--- config.mk ---
export PLATFORM = sky130hd
export DESIGN_NAME = dslot_pc_seq
export DESIGN_NICKNAME = d
export VERILOG_FILES = /design/src/rtl/dslot_pc_pkg.sv /design/src/rtl/dslot_pc_target.sv /design/src/rtl/dslot_pc_annul.sv /design/src/rtl/dslot_pc_link.sv /design/src/rtl/dslot_pc_seq.sv
export SDC_FILE = /design/constraint.sdc
export NUM_CORES = 1
export LEC_CHECK = 0
export BUFFER_PORTS_ARGS = -buffer_cell sky130_fd_sc_hd__buf_2
export CAP_MARGIN = 20
export CORE_MARGIN = 2
export CORE_UTILIZATION = 35
export CTS_CLUSTER_SIZE = 25
export DETAILED_ROUTE_END_ITERATION = 8
export HOLD_SLACK_MARGIN = 0.1
export PLACE_DENSITY = 0.62
export SLEW_MARGIN = 25
export SYNTH_ARGS = -nofsm -noshare
export SYNTH_HDL_FRONTEND = slang
export SYNTH_SLANG_ARGS = --single-unit
--- constraint.sdc ---
create_clock -name clk -period 12.1 [get_ports clk]
set_input_delay 1.21 -clock clk [delete_from_list [all_inputs] [get_ports clk]]
set_output_delay 1.21 -clock clk [all_outputs]
set_load 0.05 [all_outputs]
--- src/rtl/dslot_pc_pkg.sv ---
package dslot_pc_pkg;

    typedef enum logic [2:0] {
        XF_NONE    = 3'd0,
        XF_BCOND   = 3'd1,
        XF_BALWAYS = 3'd2,
        XF_BNEVER  = 3'd3,
        XF_CALL    = 3'd4,
        XF_JMPL    = 3'd5
    } xfer_e;

    typedef enum logic [1:0] {
        ST_RUN    = 2'd0,
        ST_SLOT   = 2'd1,
        ST_SQUASH = 2'd2
    } seq_state_e;

endpackage

--- src/rtl/dslot_pc_target.sv ---
module dslot_pc_target #(
    parameter int AW     = 64,
    parameter int DISP_W = 30,
    parameter int IMM_W  = 13
) (
    input  logic [AW-1:0]     pc,
    input  logic [DISP_W-1:0] disp,
    input  logic [AW-1:0]     rs1,
    input  logic [AW-1:0]     rs2,
    input  logic [IMM_W-1:0]  imm,
    input  logic              use_imm,
    output logic [AW-1:0]     rel_tgt,
    output logic [AW-1:0]     ind_tgt,
    output logic              ind_misal
);
    localparam int DPAD = AW - DISP_W;
    localparam int IPAD = AW - IMM_W;

    logic [AW-1:0] disp_ext;
    logic [AW-1:0] imm_ext;
    logic [AW-1:0] addend;

    always_comb begin
        disp_ext  = {{DPAD{disp[DISP_W-1]}}, disp};
        imm_ext   = {{IPAD{imm[IMM_W-1]}}, imm};
        rel_tgt   = pc + (disp_ext << 2);
        addend    = use_imm ? imm_ext : rs2;
        ind_tgt   = rs1 + addend;
        ind_misal = (ind_tgt[1:0] != 2'b00);
    end
endmodule

--- src/rtl/dslot_pc_annul.sv ---
module dslot_pc_annul
    import dslot_pc_pkg::*;
(
    input  xfer_e kind,
    input  logic  cond_true,
    input  logic  annul,
    output logic  br_taken,
    output logic  squash,
    output logic  is_cti
);
    always_comb begin
        br_taken = 1'b0;
        squash   = 1'b0;
        is_cti   = 1'b1;
        unique case (kind)
            XF_BCOND: begin
                br_taken = cond_true;
                squash   = annul && !cond_true;
            end
            XF_BALWAYS: begin
                br_taken = 1'b1;
                squash   = annul;
            end
            XF_BNEVER: begin
                squash   = annul;
            end
            XF_CALL, XF_JMPL: begin
                br_taken = 1'b1;
            end
            default: begin
                is_cti   = 1'b0;
            end
        endcase
    end
endmodule

--- src/rtl/dslot_pc_link.sv ---
module dslot_pc_link
    import dslot_pc_pkg::*;
#(
    parameter int AW       = 64,
    parameter int IDX_W    = 5,
    parameter int LINK_REG = 15,
    parameter int MASK_W   = 32
) (
    input  xfer_e             kind,
    input  logic              fault,
    input  logic [IDX_W-1:0]  rd,
    input  logic [AW-1:0]     pc,
    input  logic              addr_mask,
    output logic              we,
    output logic [IDX_W-1:0]  idx,
    output logic [AW-1:0]     val
);
    localparam logic [IDX_W-1:0] CALL_IDX = IDX_W'(LINK_REG);

    always_comb begin
        we  = 1'b0;
        idx = '0;
        if (kind == XF_CALL) begin
            we  = 1'b1;
            idx = CALL_IDX;
        end else if (kind == XF_JMPL && !fault) begin
            we  = (rd != '0);
            idx = rd;
        end
    end

    generate
        if (AW > MASK_W) begin : g_mask
            assign val = addr_mask ? {{(AW-MASK_W){1'b0}}, pc[MASK_W-1:0]} : pc;
        end else begin : g_nomask
            logic unused_mask;
            assign unused_mask = addr_mask;
            assign val = pc;
        end
    endgenerate
endmodule

--- src/rtl/dslot_pc_seq.sv ---
module dslot_pc_seq
    import dslot_pc_pkg::*;
#(
    parameter int          AW       = 64,
    parameter int          DISP_W   = 30,
    parameter int          IMM_W    = 13,
    parameter int          IDX_W    = 5,
    parameter int          LINK_REG = 15,
    parameter int          MASK_W   = 32,
    parameter logic [63:0] RESET_PC = 64'h0
) (
    input  logic              clk,
    input  logic              rst_n,
    input  logic              step_i,
    input  logic [2:0]        kind_i,
    input  logic              cond_true_i,
    input  logic              annul_i,
    input  logic [DISP_W-1:0] disp_i,
    input  logic [AW-1:0]     rs1_i,
    input  logic [AW-1:0]     rs2_i,
    input  logic [IMM_W-1:0]  imm_i,
    input  logic              use_imm_i,
    input  logic [IDX_W-1:0]  rd_i,
    input  logic              addr_mask_i,
    output logic [AW-1:0]     pc_o,
    output logic [AW-1:0]     npc_o,
    output logic              kill_o,
    output logic              link_we_o,
    output logic [IDX_W-1:0]  link_idx_o,
    output logic [AW-1:0]     link_val_o,
    output logic              align_fault_o
);
    localparam logic [AW-1:0] PC0  = AW'(RESET_PC);
    localparam logic [AW-1:0] STEP = AW'(4);

    seq_state_e    state_q, state_d;
    logic [AW-1:0] pc_q, npc_q, pc_d, npc_d;
    xfer_e         kind_dec, kind_eff;
    logic          live;
    logic          br_taken, squash, is_cti;
    logic [AW-1:0] rel_tgt, ind_tgt;
    logic          ind_misal, fault;

    always_comb begin
        unique case (kind_i)
            3'd1:    kind_dec = XF_BCOND;
            3'd2:    kind_dec = XF_BALWAYS;
            3'd3:    kind_dec = XF_BNEVER;
            3'd4:    kind_dec = XF_CALL;
            3'd5:    kind_dec = XF_JMPL;
            default: kind_dec = XF_NONE;
        endcase
        live     = step_i && (state_q != ST_SQUASH);
        kind_eff = live ? kind_dec : XF_NONE;
    end

    dslot_pc_target #(.AW(AW), .DISP_W(DISP_W), .IMM_W(IMM_W)) u_target (
        .pc        (pc_q),
        .disp      (disp_i),
        .rs1       (rs1_i),
        .rs2       (rs2_i),
        .imm       (imm_i),
        .use_imm   (use_imm_i),
        .rel_tgt   (rel_tgt),
        .ind_tgt   (ind_tgt),
        .ind_misal (ind_misal)
    );

    dslot_pc_annul u_annul (
        .kind      (kind_eff),
        .cond_true (cond_true_i),
        .annul     (annul_i),
        .br_taken  (br_taken),
        .squash    (squash),
        .is_cti    (is_cti)
    );

    assign fault = (kind_eff == XF_JMPL) && ind_misal;

    dslot_pc_link #(.AW(AW), .IDX_W(IDX_W), .LINK_REG(LINK_REG), .MASK_W(MASK_W)) u_link (
        .kind      (kind_eff),
        .fault     (fault),
        .rd        (rd_i),
        .pc        (pc_q),
        .addr_mask (addr_mask_i),
        .we        (link_we_o),
        .idx       (link_idx_o),
        .val       (link_val_o)
    );

    // Next-state and counter update
    always_comb begin
        state_d = state_q;
        pc_d    = pc_q;
        npc_d   = npc_q;
        if (step_i && !fault) begin
            pc_d  = npc_q;
            npc_d = br_taken ? ((kind_eff == XF_JMPL) ? ind_tgt : rel_tgt)
                             : npc_q + STEP;
            unique case (state_q)
                ST_SQUASH: state_d = ST_RUN;
                ST_RUN, ST_SLOT: begin
                    if (squash)      state_d = ST_SQUASH;
                    else if (is_cti) state_d = ST_SLOT;
                    else             state_d = ST_RUN;
                end
                default: state_d = ST_RUN;
            endcase
        end
    end

    // State register
    always_ff @(posedge clk) begin
        if (!rst_n) begin
            state_q <= ST_RUN;
            pc_q    <= PC0;
            npc_q   <= PC0 + STEP;
        end else begin
            state_q <= state_d;
            pc_q    <= pc_d;
            npc_q   <= npc_d;
        end
    end

    // Outputs
    always_comb begin
        pc_o          = pc_q;
        npc_o         = npc_q;
        kill_o        = (state_q == ST_SQUASH);
        align_fault_o = fault;
    end

    AST_SEQ_STEP: assert property (@(posedge clk) disable iff (!rst_n)
        (step_i && !kill_o && kind_i == 3'd0) |=> (pc_o == $past(npc_o) && npc_o == $past(npc_o) + STEP));
    AST_STALL_HOLD: assert property (@(posedge clk) disable iff (!rst_n)
        !step_i |=> ($stable(pc_o) && $stable(npc_o)));
    AST_COND_ANNUL_SQUASH: assert property (@(posedge clk) disable iff (!rst_n)
        (step_i && !kill_o && kind_i == 3'd1 && annul_i && !cond_true_i) |=> kill_o);
    AST_UNCOND_ANNUL_SQUASH: assert property (@(posedge clk) disable iff (!rst_n)
        (step_i && !kill_o && (kind_i == 3'd2 || kind_i == 3'd3) && annul_i) |=> kill_o);
    AST_KILLED_SILENT: assert property (@(posedge clk) disable iff (!rst_n)
        kill_o |-> (!link_we_o && !align_fault_o));
    AST_FAULT_HOLD: assert property (@(posedge clk) disable iff (!rst_n)
        align_fault_o |=> ($stable(pc_o) && $stable(npc_o)));
endmodule

# After elaboration in Yosys (flattened, before gate mapping)
# Cells that the tools add are included.
# W data, S select, Z words.
op_classes:
  eq_ne: 13
  add_sub_neg: 3
  reduce_logical: 14
  muxes: 16
ops:
  columns: ["op", "count"]
  rows:
  - ["$mux W64", 4]
  - ["$add A64 B64 Y64", 2]
  - ["$add A64 B3 Y64 const B", 1]
  - ["$pmux W3 S5", 1]
  - ["$eq A3 B2 Y1 const B", 4]
  - ["$eq A3 B3 Y1 const B", 4]
  - ["$mux W5", 2]
  - ["$eq A3 B1 Y1 const B", 2]
  - ["$logic_and A1 B1 Y1", 5]
  - ["$reduce_bool A5 Y1", 1]
  - ["$reduce_or A5 Y1", 1]
  - ["$mux W1", 4]
  - ["$mux W2", 2]
  - ["$pmux W1 S2", 2]
  - ["$reduce_or A2 Y1", 2]
  - ["$mux W3", 1]
  - ["$reduce_or A3 Y1", 1]
  - ["$eq A2 B1 Y1 const B", 1]
  - ["$eq A2 B2 Y1 const B", 1]
  - ["$logic_not A1 Y1", 2]
  - ["$logic_not A2 Y1", 1]
  - ["$ne A2 B2 Y1 const B", 1]
  - ["$reduce_bool A2 Y1", 1]
totals:
  wordCells: 49
  out_inout_bits: 200
  reg_bits: 130
  input_bits: 186

# Longest topological paths before layout
depth:
  word_depth: 9
  ltp_mapped: 16
  depth_no_buf: 14

# By module
# Synthesis repeated with hierarchy kept, for this count alone.
unflattened:
  cells_unflattened: 2288
  hier_area_um2: 15582.4
modules_own_cells:
  columns: ["module", "instances", "area_each_um2", "seq_area_each_um2", "cells_per_inst"]
  rows:
  - ["dslot_pc_target", 1, 7937.6, 0.0, 1187]
  - ["dslot_pc_seq", 1, 7040.5, 2602.5, 1012]
  - ["dslot_pc_link", 1, 555.5, 0.0, 81]
  - ["dslot_pc_annul", 1, 48.8, 0.0, 8]

# Worst setup path before layout
# OpenSTA, ideal clock, no wires.
synth_path:
  kind: "input -> output"
  startpoint: "input use_imm_i"
  endpoint: "output link_we_o"
  n_path_buf: 2
  cell_stages: 12
  required_time_ns: 10.890
  t_arrival_ns: 4.972
  path_slack_ns: 5.918
  path_cell_list: "clkbuf_1 -> clkbuf_1 -> mux2_2 -> ha_1 -> inv_1 -> fa_1 -> a21oi_1 -> nor2_1 -> nand2_1 -> nor2_1 -> a21o_1 -> o21bai_1"
synth_via:
  elab_chain_cells: 8
synth_lines:
  columns: ["element", "line_no", "text"]
  rows:
  - ["start: declaration", "dslot_pc_seq.sv:22", "input logic use_imm_i,"]
  - ["$mux W64", "dslot_pc_target.sv:27", "addend = use_imm ? imm_ext : rs2;"]
  - ["$add A64 B64 Y64", "dslot_pc_target.sv:28", "ind_tgt = rs1 + addend;"]
  - ["$reduce_bool A2 Y1", "dslot_pc_target.sv:29", "ind_misal = (ind_tgt[1:0] != 2'b00);"]
  - ["$logic_and A1 B1 Y1", "dslot_pc_seq.sv:78", "assign fault = (kind_eff == XF_JMPL) && ind_misal;"]
  - ["via align_fault_o", "dslot_pc_seq.sv:31", "output logic align_fault_o"]
  - ["$logic_not A1 Y1", "dslot_pc_link.sv:26", "end else if (kind == XF_JMPL && !fault) begin"]
  - ["$logic_and A1 B1 Y1", "dslot_pc_link.sv:26", null]
  - ["$mux W1", "dslot_pc_link.sv:26", null]
  - ["$mux W1", "dslot_pc_link.sv:23", "if (kind == XF_CALL) begin"]
  - ["end: declaration", "dslot_pc_seq.sv:28", "output logic link_we_o,"]
# The timed path passes the listed nets, and every way through them passes these cells.

# Final worst setup path
layout_path:
  startpoint: "input use_imm_i"
  endpoint: "output link_we_o"
layout_via:
  elab_chain_cells: 8
layout_lines:
  columns: ["element", "line_no"]
  rows:
  - ["$mux W64", "dslot_pc_target.sv:27"]
  - ["$add A64 B64 Y64", "dslot_pc_target.sv:28"]
  - ["$reduce_bool A2 Y1", "dslot_pc_target.sv:29"]
  - ["$logic_and A1 B1 Y1", "dslot_pc_seq.sv:78"]
  - ["$logic_not A1 Y1", "dslot_pc_link.sv:26"]
  - ["$logic_and A1 B1 Y1", "dslot_pc_link.sv:26"]
  - ["$mux W1", "dslot_pc_link.sv:26"]
  - ["$mux W1", "dslot_pc_link.sv:23"]
# Every way passes these cells.

==> out/results.tsv <==
stage	metric	value	unit
floorplanning	# IOs	386	
pwr	total power	1710	uW
placed_design	Cells after DPL	3120	
layout	layout cells sized above 1	18.8	%
synthesis	Seq/Total Area, Yosys	16.6	%
clock_network	H-tree depth	4	
clock_network	CTS resizes	0	
pwr	Lkg Pwr	0.00827	uW
synthesis	Post-synth EDFFs	0	
outcome	status	complete, no violations	
timing	clock skew	0.0130	ns
detailed_routing	Avg WL per Cell	21.4	um
pwr	Power Density	94.0	nW/um2
synthesis	Main synth FF type	dfxtp_1	
clock_network	Clock Root Buffer	clkbuf_16	
floorplanning	Core ar.	44100	um2
pwr	NetSw	726	uW
timing	RSZ-0062 raised after global routing	false	
synthesis	Synth area leaders	dfxtp_1 (17%), ha_1 (10%), a21oi_1 (10%)	
detailed_routing	Pre-Repair DR Iteration Count	5	
grt	GR Util met2	42.5	%
pwr	Clock power frac	31.0	%
floorplanning	die height	215	um
synthesis	Yosys reg bits	130	
clock_network	total CTS buffers	17	
detailed_routing	vias per inst	5.88	
timing	Pins Over Slew Limit	0	
synthesis	synthesized cell area	15600	um2
detailed_routing	Starting DRT DRC Count	1851	
clock_network	clock buffer depth	2	
floorplanning	Starting Density	35.4	%
timing	Tcrit/Tclk final	52.4	%
synthesis	Post-synth top cells	nand2_1 (323), a21oi_1 (312), o21ai_0 (209)	
timing	setup_tns	0	ns
placed_design	GP Congestion	0.952	
layout	post-layout util	41.3	%
timing	Fmax	158	MHz
grt	gr usage total	27.8	%
clock_network	Clock Sinks	130	
timing	Max-slew headroom	32.8	%
pwr	Pint	987	uW
grt	first-pass GRT wire length	101000	um
timing	setup violators final	0	
worst_setup_path	Worst setup EP type	output pin	
pwr	Switching Fraction	42.4	%
layout	# diodes	0	
timing	actual slew at the worst max-slew pin	1.01	ns
synthesis	post-synthesis cell type count	88	
grt	vias in the first global route	16794	
grt	largest net degree at the start of global routing	79	
synthesis	leading area contributor after synthesis	dfxtp_1	
timing	Hold Fails Final Rpt	0	
grt	grt met3 use	3.65	%
clock_network	Clock Latency Late Sink	0.45	ns
layout	synthesis-to-layout area growth	16.6	%
synthesis	Syn Inst Count	2309	
clock_network	hold-fix buffers at CTS	0	
synthesis	async set or reset register ratio after synthesis	0	%
pwr	Comb power frac	41.0	%
grt	gr ovfl total	0	
layout	nets	2860	
hold_path	Min-Delay Path Class	flop to flop	
grt	global routing's busiest layer	met2	
layout	Layout Cells excl Fill	3151	
placed_design	PortBufs	385	
pwr	Flop pwr share	28.0	%
synthesis	synth warn	0	
synthesis	Yosys top cell area share	16.6	%
worst_setup_path	CP Class	input port to output pin	
job	MaxCap Viol Count	0	
detailed_routing	# DRC	0	
detailed_routing	vias after detailed routing	18528	
detailed_routing	post-route ant nets	0	
clock_network	Worst-path clk slew	0.06	ns
floorplanning	Die X	215	um
grt	initial antenna violation count	0	
floorplanning	FP Rows	77	
worst_setup_path	worst-path fanout max	65	
synthesis	syn_nets	2622	
worst_setup_path	Req. time, crit path	10.89	ns
placed_design	DP HPWL	53200	um
worst_setup_path	CP arrival	5.13	ns
clock_network	CTS tree	yes	
detailed_routing	WL final	67400	um
pwr	Peak VDD IR	0.106	mV
worst_setup_path	CP startpoint kind	input port	
timing	Tmin final	6.34	ns
synthesis	most frequent cell after synthesis	nand2_1	
grt	routing usage on met1	40.9	%
floorplanning	die area	46400	um2
synthesis	Mapped Avg Cell Area	6.77	um2
clock_network	post-CTS setup repair buffer count	0	
-- placed cells by master, fill, tap and decap left out, types with 10 or more instances in the layout --
cell type  count
mux2i_1       14
dfxtp_1      130
a21o_1        78
clkbuf_16     17
nor4_1        19
nand2b_1      10
or3_1         15
o21ai_0      209
o31ai_1       16
buf_2        385
nor2b_1       43
and2_1        11
a21oi_1      312
a221oi_1      14
o211ai_1      26
xnor2_1       58
o21a_1        13
mux2_2        14
and4_1        11
nand4_1       61
xor2_1        41
ha_1         125
and3_1        31
nand2_1      323
inv_1         89
nand3_1       66
buf_4         18
nor2_1       127
o21bai_1      29
nor3_1        46
a31oi_1       26
a211oi_1      19
a21boi_0      10
-- power groups by stage --
stage               Sequential, uW  Clock, uW  Combinational, uW
finish                         480        531                702
detailed placement             489          0                687
CTS                            479        535                690
global route                   483        549                757
global placement               488          0                685
floorplan                      536          0                413
-- layer usage --
metal | part of all wire, % | wire [um] | vias up
met2 | 43 | 29200 | 794
li1 | - | - | 8875
met4 | 2.0 | 1360 | 0
met3 | 7.6 | 5140 | 83
met1 | 47 | 31800 | 8776
met5 | 0 | 0 | -
-- per-stage QoR --
stage | setup WS, ns | area (um2) | hold slack [ns]
6_report | 5.76 | 18200 | 0.452
4_1_cts | 5.77 | 18200 | 0.451
3_5_place_dp | 5.78 | 17600 | 0.443
5_1_grt | 5.52 | 18200 | 0.494
2_1_floorplan | 5.92 | 15600 | 0.431
3_3_place_gp | 5.84 | 17600 | 0.440
-- sequential cells by signal, summed over array words and instances, names as in the netlist --
register	cells
npc_o	64
pc_o	64
state_q	2
-- worst max-delay path, stage by stage --
cell and delay, ns:
buf_2 0.08, buf_4 0.45, mux2_2 0.41, ha_1 0.20, inv_1 0.07, fa_1 0.49
a21oi_1 0.50, nand2b_4 0.62, nor2_1 0.10, buf_4 0.23, nand2_1 0.35, o21bai_1 0.13
buf_2 0.22
-- final timing paths --
| kind | from | slack (ns) | cells after the start | endpoint |
|---|---|---|---|---|
| worst max register to register | pc_o[2]$_SDFFE_PN0P_ | 8.11 | 12 | npc_o[54]$_SDFFE_PN0P_ |
| worst min register to register | state_q[0]$_SDFFE_PN0P_ | 0.45 | 2 | state_q[0]$_SDFFE_PN0P_ |
| worst max-delay path | use_imm_i | 5.76 | 13 | link_we_o |
| worst min-delay path | state_q[0]$_SDFFE_PN0P_ | 0.45 | 2 | state_q[0]$_SDFFE_PN0P_ |
-- area by class of cell --
type,count,area [um2]
clock buffer,23,478
multi-input combinational,1905,11900
sequential,130,2600
timing repair buffer,403,2060
clock inverter,8,103
tap,592,741
inverter,90,338
fill,4731,25900
-- cell families (layout without fill, tap and decap cells) --
logic type	count (synthesis)	count (layout)	share of synthesized area (%)
AO/OA/AOI/OAI	854	854	33.8
AND/OR/NAND/NOR	797	797	24.4
buffers and inverters	274	524	7.47
flip-flops	130	130	16.6
adder cells (fa/ha/maj)	127	127	10.3
XOR/XNOR	99	99	5.55
multiplexers	28	28	1.90
(Power assumes the default switching activity.)
